### src/rtl/dsp_pkg.sv
// Shared types for the DMA sector progress tracker.
// Assumes: one command active at a time; one outstanding request at most.
package dsp_pkg;
    typedef enum logic [1:0] {
        ST_IDLE  = 2'd0,
        ST_WAITD = 2'd1,
        ST_PASS  = 2'd2,
        ST_BUSY  = 2'd3
    } trk_state_e;

    typedef enum logic [1:0] {
        ERK_NONE  = 2'd0,
        ERK_DMA   = 2'd1,
        ERK_IO    = 2'd2,
        ERK_NOMED = 2'd3
    } err_kind_e;

    localparam logic [2:0] STAT_RESET = 3'b001;
    localparam logic [2:0] STAT_BUSY  = 3'b000;
    localparam logic [2:0] STAT_DONE  = 3'b011;
    localparam logic [2:0] STAT_FAIL  = 3'b101;
endpackage

### src/rtl/dsp_disk_pos.sv
// Disk-mode position keeper: sector number and remaining sector count.
// A step of B bytes moves both by ceil(B/SECT_BYTES). The count saturates at 0.
// Assumes: ceil(max length / SECT_BYTES) fits in CNT_W bits.
module dsp_disk_pos #(
    parameter int LBA_W      = 28,
    parameter int CNT_W      = 16,
    parameter int LEN_W      = 16,
    parameter int SECT_BYTES = 512
) (
    input  logic             clk,
    input  logic             rst_n,
    input  logic             init,
    input  logic [LBA_W-1:0] init_lba,
    input  logic [CNT_W-1:0] init_cnt,
    input  logic             step,
    input  logic [LEN_W-1:0] step_bytes,
    output logic [LBA_W-1:0] lba_nx,
    output logic             zero_nx
);
    localparam int SH = $clog2(SECT_BYTES);

    logic [LBA_W-1:0] lba_q;
    logic [CNT_W-1:0] cnt_q;
    logic [LEN_W:0]   rnd_sum;
    logic [CNT_W-1:0] n_sect;
    logic [CNT_W-1:0] cnt_nx;

    // Round the chunk size up to whole sectors and compute the next position.
    always_comb begin
        rnd_sum = (LEN_W+1)'(step_bytes) + (LEN_W+1)'(SECT_BYTES - 1);
        n_sect  = CNT_W'(rnd_sum >> SH);
        lba_nx  = lba_q + LBA_W'(n_sect);
        cnt_nx  = (cnt_q > n_sect) ? (cnt_q - n_sect) : '0;
        zero_nx = (cnt_nx == '0);
    end

    // Hold the sector and the count; load them at command start, advance them per step.
    always_ff @(posedge clk) begin
        if (!rst_n) begin
            lba_q <= '0;
            cnt_q <= '0;
        end else if (init) begin
            lba_q <= init_lba;
            cnt_q <= init_cnt;
        end else if (step) begin
            lba_q <= lba_nx;
            cnt_q <= cnt_nx;
        end
    end


    cnt_mono_chk: assert property (@(posedge clk) disable iff (!rst_n)
        (step && !init) |=> (cnt_q <= $past(cnt_q)));


    lba_move_chk: assert property (@(posedge clk) disable iff (!rst_n)
        (step && !init && step_bytes != '0) |=> (lba_q != $past(lba_q)));
endmodule

### src/rtl/dsp_pkt_pos.sv
// Packet-mode position keeper: block address, byte offset inside the block,
// and a signed remaining byte count. The medium sector is block*ratio + offset/SECT_BYTES.
// Assumes: BLK_BYTES is a power-of-two multiple of SECT_BYTES; BCNT_W > LEN_W.
module dsp_pkt_pos #(
    parameter int LBA_W      = 28,
    parameter int BCNT_W     = 24,
    parameter int LEN_W      = 16,
    parameter int SECT_BYTES = 512,
    parameter int BLK_BYTES  = 2048
) (
    input  logic              clk,
    input  logic              rst_n,
    input  logic              init,
    input  logic [LBA_W-1:0]  init_blk,
    input  logic [BCNT_W-1:0] init_bytes,
    input  logic              step,
    input  logic [LEN_W-1:0]  step_bytes,
    output logic [LBA_W-1:0]  sector_nx,
    output logic              done_nx
);
    localparam int S_SH  = $clog2(SECT_BYTES);
    localparam int B_SH  = $clog2(BLK_BYTES);
    localparam int R_SH  = B_SH - S_SH;
    localparam int BLK_W = LBA_W - R_SH;

    logic [BLK_W-1:0]         blk_q;
    logic [B_SH-1:0]          off_q;
    logic signed [BCNT_W:0]   rem_q;
    logic [LEN_W:0]           off_sum;
    logic [BLK_W-1:0]         blk_nx;
    logic [B_SH-1:0]          off_nx;
    logic signed [BCNT_W:0]   step_s;
    logic signed [BCNT_W:0]   rem_nx;

    // Carry the offset into the block address and derive the medium sector.
    always_comb begin
        off_sum   = (LEN_W+1)'(off_q) + (LEN_W+1)'(step_bytes);
        blk_nx    = blk_q + BLK_W'(off_sum >> B_SH);
        off_nx    = off_sum[B_SH-1:0];
        sector_nx = (LBA_W'(blk_nx) << R_SH) + LBA_W'(off_nx >> S_SH);
        step_s    = $signed((BCNT_W+1)'(step_bytes));
        rem_nx    = rem_q - step_s;
        done_nx   = rem_nx[BCNT_W] || (rem_nx == '0);
    end

    // Hold block, offset and remaining bytes; load at command start, advance per step.
    always_ff @(posedge clk) begin
        if (!rst_n) begin
            blk_q <= '0;
            off_q <= '0;
            rem_q <= '0;
        end else if (init) begin
            blk_q <= BLK_W'(init_blk);
            off_q <= '0;
            rem_q <= $signed((BCNT_W+1)'(init_bytes));
        end else if (step) begin
            blk_q <= blk_nx;
            off_q <= off_nx;
            rem_q <= rem_nx;
        end
    end


    rem_mono_chk: assert property (@(posedge clk) disable iff (!rst_n)
        (step && !init) |=> (rem_q <= $past(rem_q)));


    blk_carry_chk: assert property (@(posedge clk) disable iff (!rst_n)
        (step && !init && step_bytes >= LEN_W'(BLK_BYTES)) |=> (blk_q != $past(blk_q)));
endmodule

### src/rtl/dsp_desc.sv
// Descriptor holder: address and length of the current scatter-gather entry.
// Issuing a request consumes the whole length: the address moves past it, the length becomes 0.
// Assumes: load and issue never arrive in the same cycle.
module dsp_desc #(
    parameter int ADDR_W = 32,
    parameter int LEN_W  = 16
) (
    input  logic              clk,
    input  logic              rst_n,
    input  logic              load,
    input  logic [ADDR_W-1:0] load_addr,
    input  logic [LEN_W-1:0]  load_len,
    input  logic              issue,
    output logic [ADDR_W-1:0] addr_q,
    output logic [LEN_W-1:0]  len_q
);
    // Capture a new descriptor or drain the current one on issue.
    always_ff @(posedge clk) begin
        if (!rst_n) begin
            addr_q <= '0;
            len_q  <= '0;
        end else if (load) begin
            addr_q <= load_addr;
            len_q  <= load_len;
        end else if (issue) begin
            addr_q <= addr_q + ADDR_W'(len_q);
            len_q  <= '0;
        end
    end


    desc_drain_chk: assert property (@(posedge clk) disable iff (!rst_n)
        (issue && !load) |=> (len_q == '0));


    desc_step_chk: assert property (@(posedge clk) disable iff (!rst_n)
        (issue && !load) |=> (addr_q == $past(addr_q) + ADDR_W'($past(len_q))));
endmodule

### src/rtl/dma_sector_tracker.sv
// DMA sector progress tracker (top). It sequences the passes of each descriptor,
// picks the disk-mode or packet-mode position keeper, and drives the request,
// interrupt, status and DMA-end outputs. All outputs are registered.
// Assumes: chunk_done and chunk_err are given only while a request is outstanding.
module dma_sector_tracker #(
    parameter int LBA_W      = 28,
    parameter int SCNT_W     = 16,
    parameter int BCNT_W     = 24,
    parameter int LEN_W      = 16,
    parameter int ADDR_W     = 32,
    parameter int SECT_BYTES = 512,
    parameter int BLK_BYTES  = 2048
) (
    input  logic              clk,
    input  logic              rst_n,
    input  logic              cmd_start,
    input  logic              cmd_packet,
    input  logic              cmd_write,
    input  logic [LBA_W-1:0]  cmd_lba,
    input  logic [BCNT_W-1:0] cmd_count,
    input  logic              desc_load,
    input  logic [ADDR_W-1:0] desc_addr,
    input  logic [LEN_W-1:0]  desc_len,
    input  logic              chunk_done,
    input  logic              chunk_err,
    input  logic              media_absent,
    output logic              req_valid,
    output logic [LBA_W-1:0]  req_sector,
    output logic [LEN_W-1:0]  req_len,
    output logic [ADDR_W-1:0] req_addr,
    output logic              req_write,
    output logic              irq,
    output logic [2:0]        status,
    output logic [1:0]        err_kind,
    output logic              dma_end
);
    import dsp_pkg::*;

    trk_state_e        st_q;
    logic              pkt_q;
    logic              wr_q;
    logic              cmpl_q;
    logic [LEN_W-1:0]  last_len_q;
    logic              start_ok;
    logic              dsc_load;
    logic              dsc_issue;
    logic [ADDR_W-1:0] dsc_addr;
    logic [LEN_W-1:0]  dsc_len;
    logic              in_pass;
    logic              refuse;
    logic              dsk_step;
    logic              pkt_step;
    logic [LBA_W-1:0]  dsk_sec_nx;
    logic              dsk_zero_nx;
    logic [LBA_W-1:0]  pkt_sec_nx;
    logic              pkt_done_nx;
    logic [LBA_W-1:0]  sec_nx;
    logic              fin_nx;
    logic              req_valid_q;
    logic [LBA_W-1:0]  req_sector_q;
    logic [LEN_W-1:0]  req_len_q;
    logic [ADDR_W-1:0] req_addr_q;
    logic              req_write_q;
    logic              irq_q;
    logic [2:0]        status_q;
    err_kind_e         errk_q;
    logic              dma_end_q;

    // Decode pass-level control from the state and the inputs.
    always_comb begin
        start_ok  = cmd_start && (st_q == ST_IDLE || st_q == ST_WAITD);
        dsc_load  = (st_q == ST_WAITD) && desc_load && !cmd_start;
        in_pass   = (st_q == ST_PASS);
        refuse    = pkt_q && media_absent;
        dsc_issue = in_pass && (dsc_len != '0) && !refuse;
        dsk_step  = in_pass && !pkt_q;
        pkt_step  = in_pass && pkt_q;
        sec_nx    = pkt_q ? pkt_sec_nx : dsk_sec_nx;
        fin_nx    = pkt_q ? pkt_done_nx : dsk_zero_nx;
    end

    dsp_disk_pos #(
        .LBA_W(LBA_W), .CNT_W(SCNT_W), .LEN_W(LEN_W), .SECT_BYTES(SECT_BYTES)
    ) u_disk (
        .clk(clk), .rst_n(rst_n),
        .init(start_ok), .init_lba(cmd_lba), .init_cnt(SCNT_W'(cmd_count)),
        .step(dsk_step), .step_bytes(last_len_q),
        .lba_nx(dsk_sec_nx), .zero_nx(dsk_zero_nx)
    );

    dsp_pkt_pos #(
        .LBA_W(LBA_W), .BCNT_W(BCNT_W), .LEN_W(LEN_W),
        .SECT_BYTES(SECT_BYTES), .BLK_BYTES(BLK_BYTES)
    ) u_pkt (
        .clk(clk), .rst_n(rst_n),
        .init(start_ok), .init_blk(cmd_lba), .init_bytes(cmd_count),
        .step(pkt_step), .step_bytes(last_len_q),
        .sector_nx(pkt_sec_nx), .done_nx(pkt_done_nx)
    );

    dsp_desc #(
        .ADDR_W(ADDR_W), .LEN_W(LEN_W)
    ) u_desc (
        .clk(clk), .rst_n(rst_n),
        .load(dsc_load), .load_addr(desc_addr), .load_len(desc_len),
        .issue(dsc_issue),
        .addr_q(dsc_addr), .len_q(dsc_len)
    );

    // Command sequencer: start, descriptor pass, outstanding request, abort.
    always_ff @(posedge clk) begin
        if (!rst_n) begin
            st_q         <= ST_IDLE;
            pkt_q        <= 1'b0;
            wr_q         <= 1'b0;
            cmpl_q       <= 1'b0;
            last_len_q   <= '0;
            req_valid_q  <= 1'b0;
            req_sector_q <= '0;
            req_len_q    <= '0;
            req_addr_q   <= '0;
            req_write_q  <= 1'b0;
            irq_q        <= 1'b0;
            status_q     <= STAT_RESET;
            errk_q       <= ERK_NONE;
            dma_end_q    <= 1'b0;
        end else begin
            req_valid_q <= 1'b0;
            irq_q       <= 1'b0;
            dma_end_q   <= 1'b0;
            unique case (st_q)
                ST_IDLE, ST_WAITD: begin
                    if (start_ok) begin
                        st_q     <= ST_WAITD;
                        pkt_q    <= cmd_packet;
                        wr_q     <= cmd_write && !cmd_packet;
                        cmpl_q   <= 1'b0;
                        status_q <= STAT_BUSY;
                        errk_q   <= ERK_NONE;
                    end else if (dsc_load) begin
                        st_q       <= ST_PASS;
                        last_len_q <= '0;
                    end
                end
                ST_PASS: begin
                    if (fin_nx && !cmpl_q) begin
                        irq_q    <= 1'b1;
                        status_q <= STAT_DONE;
                        cmpl_q   <= 1'b1;
                    end
                    if (dsc_len == '0) begin
                        dma_end_q <= 1'b1;
                        st_q      <= ST_WAITD;
                    end else if (refuse) begin
                        dma_end_q <= 1'b1;
                        status_q  <= STAT_FAIL;
                        errk_q    <= ERK_NOMED;
                        st_q      <= ST_IDLE;
                    end else begin
                        req_valid_q  <= 1'b1;
                        req_sector_q <= sec_nx;
                        req_len_q    <= dsc_len;
                        req_addr_q   <= dsc_addr;
                        req_write_q  <= wr_q;
                        last_len_q   <= dsc_len;
                        st_q         <= ST_BUSY;
                    end
                end
                ST_BUSY: begin
                    if (chunk_err) begin
                        dma_end_q <= 1'b1;
                        status_q  <= STAT_FAIL;
                        errk_q    <= pkt_q ? ERK_IO : ERK_DMA;
                        st_q      <= ST_IDLE;
                    end else if (chunk_done) begin
                        st_q <= ST_PASS;
                    end
                end
                default: st_q <= ST_IDLE;
            endcase
        end
    end

    // Drive the ports from the registered copies.
    always_comb begin
        req_valid  = req_valid_q;
        req_sector = req_sector_q;
        req_len    = req_len_q;
        req_addr   = req_addr_q;
        req_write  = req_write_q;
        irq        = irq_q;
        status     = status_q;
        err_kind   = errk_q;
        dma_end    = dma_end_q;
    end


    end_excl_chk: assert property (@(posedge clk) disable iff (!rst_n)
        !(req_valid_q && dma_end_q));


    req_nonzero_chk: assert property (@(posedge clk) disable iff (!rst_n)
        req_valid_q |-> (req_len_q != '0));


    irq_ready_chk: assert property (@(posedge clk) disable iff (!rst_n)
        irq_q |-> status_q[0]);


    err_end_chk: assert property (@(posedge clk) disable iff (!rst_n)
        $rose(status_q[2]) |-> dma_end_q);


    dir_hold_chk: assert property (@(posedge clk) disable iff (!rst_n)
        (st_q == ST_BUSY || st_q == ST_PASS) |=> $stable(wr_q));


    pkt_read_chk: assert property (@(posedge clk) disable iff (!rst_n)
        (req_valid_q && pkt_q) |-> !req_write_q);
endmodule

### config.mk
export PLATFORM = sky130hd
export DESIGN_NAME = dma_sector_tracker
export DESIGN_NICKNAME = d
export VERILOG_FILES = /design/src/rtl/dsp_pkg.sv /design/src/rtl/dsp_disk_pos.sv /design/src/rtl/dsp_pkt_pos.sv /design/src/rtl/dsp_desc.sv /design/src/rtl/dma_sector_tracker.sv
export SDC_FILE = /design/constraint.sdc
export NUM_CORES = 1
export LEC_CHECK = 0
export ABC_CLOCK_PERIOD_IN_PS = 14200
export BUFFER_PORTS_ARGS = -buffer_cell sky130_fd_sc_hd__buf_2
export CORE_ASPECT_RATIO = 0.8
export CORE_MARGIN = 2
export CORE_UTILIZATION = 30
export CTS_CLUSTER_SIZE = 24
export DETAILED_ROUTE_END_ITERATION = 16
export PLACE_DENSITY = 0.52
export SYNTH_ARGS = -nofsm -noshare
export SYNTH_HDL_FRONTEND = slang
export SYNTH_SLANG_ARGS = --single-unit
### constraint.sdc
create_clock -name clk -period 14.2 [get_ports clk]
set_clock_uncertainty 0.2 [all_clocks]
set_input_delay 0.71 -clock clk [delete_from_list [all_inputs] [get_ports clk]]
set_output_delay 0.71 -clock clk [all_outputs]
set_load 0.1 [all_outputs]
==> results_dict.tcl <==
set metrics [dict create \
    report.final.hold_viol_count 0 \
    postSynthCellCount 1881 \
    worstHoldPathType "input pin to flop" \
    hold_slack_ps 173 \
    worstPathCellList "ha_1 -> inv_1 -> fa_1 -> nor2b_1 -> o21ai_0 -> a21oi_1 -> o21ai_0 -> a21oi_1 -> o21ai_0 -> a21oi_1 -> o21ai_0 -> a21oi_1 -> xnor2_1 -> fa_1 -> a21o_1 -> a21oi_1 -> o21bai_1 -> a21oi_1 -> nor2_1 -> nand2_1 -> nor2_1 -> and4_1 -> o21a_1 -> o31ai_1" \
    initial_utilization_pct 30.3 \
    vias 14600 \
    synth.avg_cell_area_um2 7.75 \
    yosys-top-cells-area "dfxtp_1, a21oi_1, nand2_1" \
    boundaryPins 194 \
    fmax_ghz 0.177 \
    rows 72 \
    synth_area_mm2 0.0146 \
    yosysSeqAreaShare_pct 35.7 \
    antenna_found_initial 1 \
    ys_seq_elements 260 \
    critical-path-max-stage-delay_ps 450 \
    maxCapViolations 0 \
    ys.flop_type "dfxtp_1" \
    syn_to_final_growth_pct 18.4 \
    synthArstFlopShare_pct 0 \
    arrival_ps 5920 \
    clockRootBuffer "clkbuf_16" \
    finalCriticalPeriod_ps 5650 \
    clk-insertion-delay-late_ps 590 \
    synth_edf_count 0 \
    cp-start-kind "flop" \
    via_per_inst 5.45 \
    crit_fanout 5 \
    hpwl_um 38300 \
    cellLeakagePower_nw 6.75 \
    slew_headroom_pct 23.9 \
    synthesis.nets 2061 \
    total_power_mw 1.95 \
    vdd_drop_max_v 0.0000936 \
    critical_path_required_ps 14470 \
    ant_nets 0 \
    clockBufferDepth 3 \
    path_clk_slew_ps 60 \
    maxSlewViolCount 0 \
    finalSetupTns_ps 0 \
    finalSetupViolCount 0 \
    crit_path_frequent_cell "a21oi_1" \
    cts_setup_buffers 0 \
    crit_path_end_kind "flop" \
    grt_usage_pct 20.3 \
    drc 0 \
    run_status "finished clean" \
    synth.top_cell.area_share_pct 35.7 \
    cts_buffers 31 \
    tightestPinTransition_ps 1140 \
    dieArea_mm2 0.0504 \
    yosys-top-cells-count "dfxtp_1, a21oi_1, nand2_1" \
    place_area_mm2 0.0162 \
    cts_resized 0 \
    cts.sinks 260 \
    io_buffers 193 \
    grt_setup_unrepaired "false" \
    yosysMostFrequentCell "dfxtp_1" \
    grt_max_degree 99 \
    gp_congestion 0.895 \
    setup.worst_path.class "flop to flop" \
    power.density_mw_per_mm2 113 \
    synth_top_area_cell "dfxtp_1" \
    die_y_um 201 \
    grt.overflow.total 0 \
    dp.cells 2621 \
    totalWireLength_um 53100 \
    cts_hold_buf 0 \
    drive_gt1_share_pct 14.8 \
    drtIter0Drc 1248 \
    die_x_um 251 \
    wl_per_cell_um 19.8 \
    cts_tree "built" \
    stdcell_count 2678 \
    synth.distinct_cells 77 \
    fin_area_mm2 0.0173 \
    crit_slowest_cell "fa_1" \
    final_nets 2205 \
    fin_crit_sh_pct 39.8 \
    grt_pass1_wl_um 81500 \
    grt_pass1_vias 14000 \
    core_mm2 0.0482 \
    synth_warnings 0 \
    drt_pre_antenna_iters 5 \
    htreeDepth 1 \
]
flip-flops by register name, summed over array words and instances (netlist names), 2 cells and up:
name           count
err_kind           2
u_disk.cnt_q      16
req_sector        28
u_desc.len_q      16
u_pkt.blk_q       26
req_len           16
u_pkt.off_q       11
req_addr          32
u_desc.addr_q     32
u_pkt.rem_q       25
status             3
u_disk.lba_q      28
last_len_q        16
st_q               2
cell type report:
cell class / count / area [µm²]
fill: 5041 / 30900
sequential: 260 / 5200
multi-input combinational: 1453 / 8790
timing repair buffer: 213 / 1120
tap: 629 / 787
clock inverter: 17 / 251
inverter: 66 / 250
clock buffer: 39 / 866
antenna: 1 / 2.50
metal layers:
layer  up-vias  global-route usage [%]  share of wire, %
li1       7049                       -                 -
met1      7064                    28.2                47
met5         -                       0                 0
met3        66                    2.81               5.1
met4         0                    5.24               2.5
met2       409                    33.0                46
power by group:
group	internal, mW	switching, mW	total, mW	leakage (nW)
registers	0.758	0.0311	0.789	2.12
clock network	0.538	0.340	0.879	0.549
logic	0.101	0.185	0.285	4.08
total	1.40	0.556	1.95	6.75
layout by cell type, fill, tap and decap left out, types with 20 or more instances in the layout:
cell type / count
dfxtp_1: 260
a21oi_1: 246
nand2_1: 242
buf_2: 193
nor2_1: 174
o21ai_0: 119
xnor2_1: 69
ha_1: 65
inv_1: 64
nand3_1: 59
nor3_1: 54
xor2_1: 42
a211oi_1: 32
clkbuf_16: 31
o221ai_1: 27
a31oi_1: 20
buf_4: 20
final timing paths:
check / start / end / slack (ps) / depth (start not counted)
worst min-delay path: desc_len[2] / u_desc.len_q[2] / 170 / 3
worst max-delay path: last_len_q[0] / req_sector[24] / 8550 / 24
worst min register to register: req_addr[0] / req_addr[0] / 250 / 2
worst max register to register: last_len_q[0] / req_sector[24] / 8550 / 24
critical path, delay by kind of cell, from the launching register on:
kind / cells / cell delay (ps)
compound gates: 14 / 2780
xor+xnor: 1 / 130
fa+ha+maj: 3 / 1020
buf+inv: 1 / 70
flops: 1 / 380
simple gates: 5 / 960
kinds of logic after synthesis:
family	share of synthesized area, %
and+or+nand+nor	21.2
AOI/OAI and AO/OA	25.2
DFF	35.7
buffers and inverters	4.34
xor gates and xnor gates	6.66
adders and majority gates	6.40
muxes	0.566
through the flow:
stage | utilization, % | worst slack (ps)
after floorplan | - | 9500
after global placement | 33.5 | 8820
after detailed placement | 33.5 | 8710
after CTS | 35.8 | 8660
after global routing | 35.8 | 8040
final | 35.8 | 8550
(Power assumes the default switching activity.)
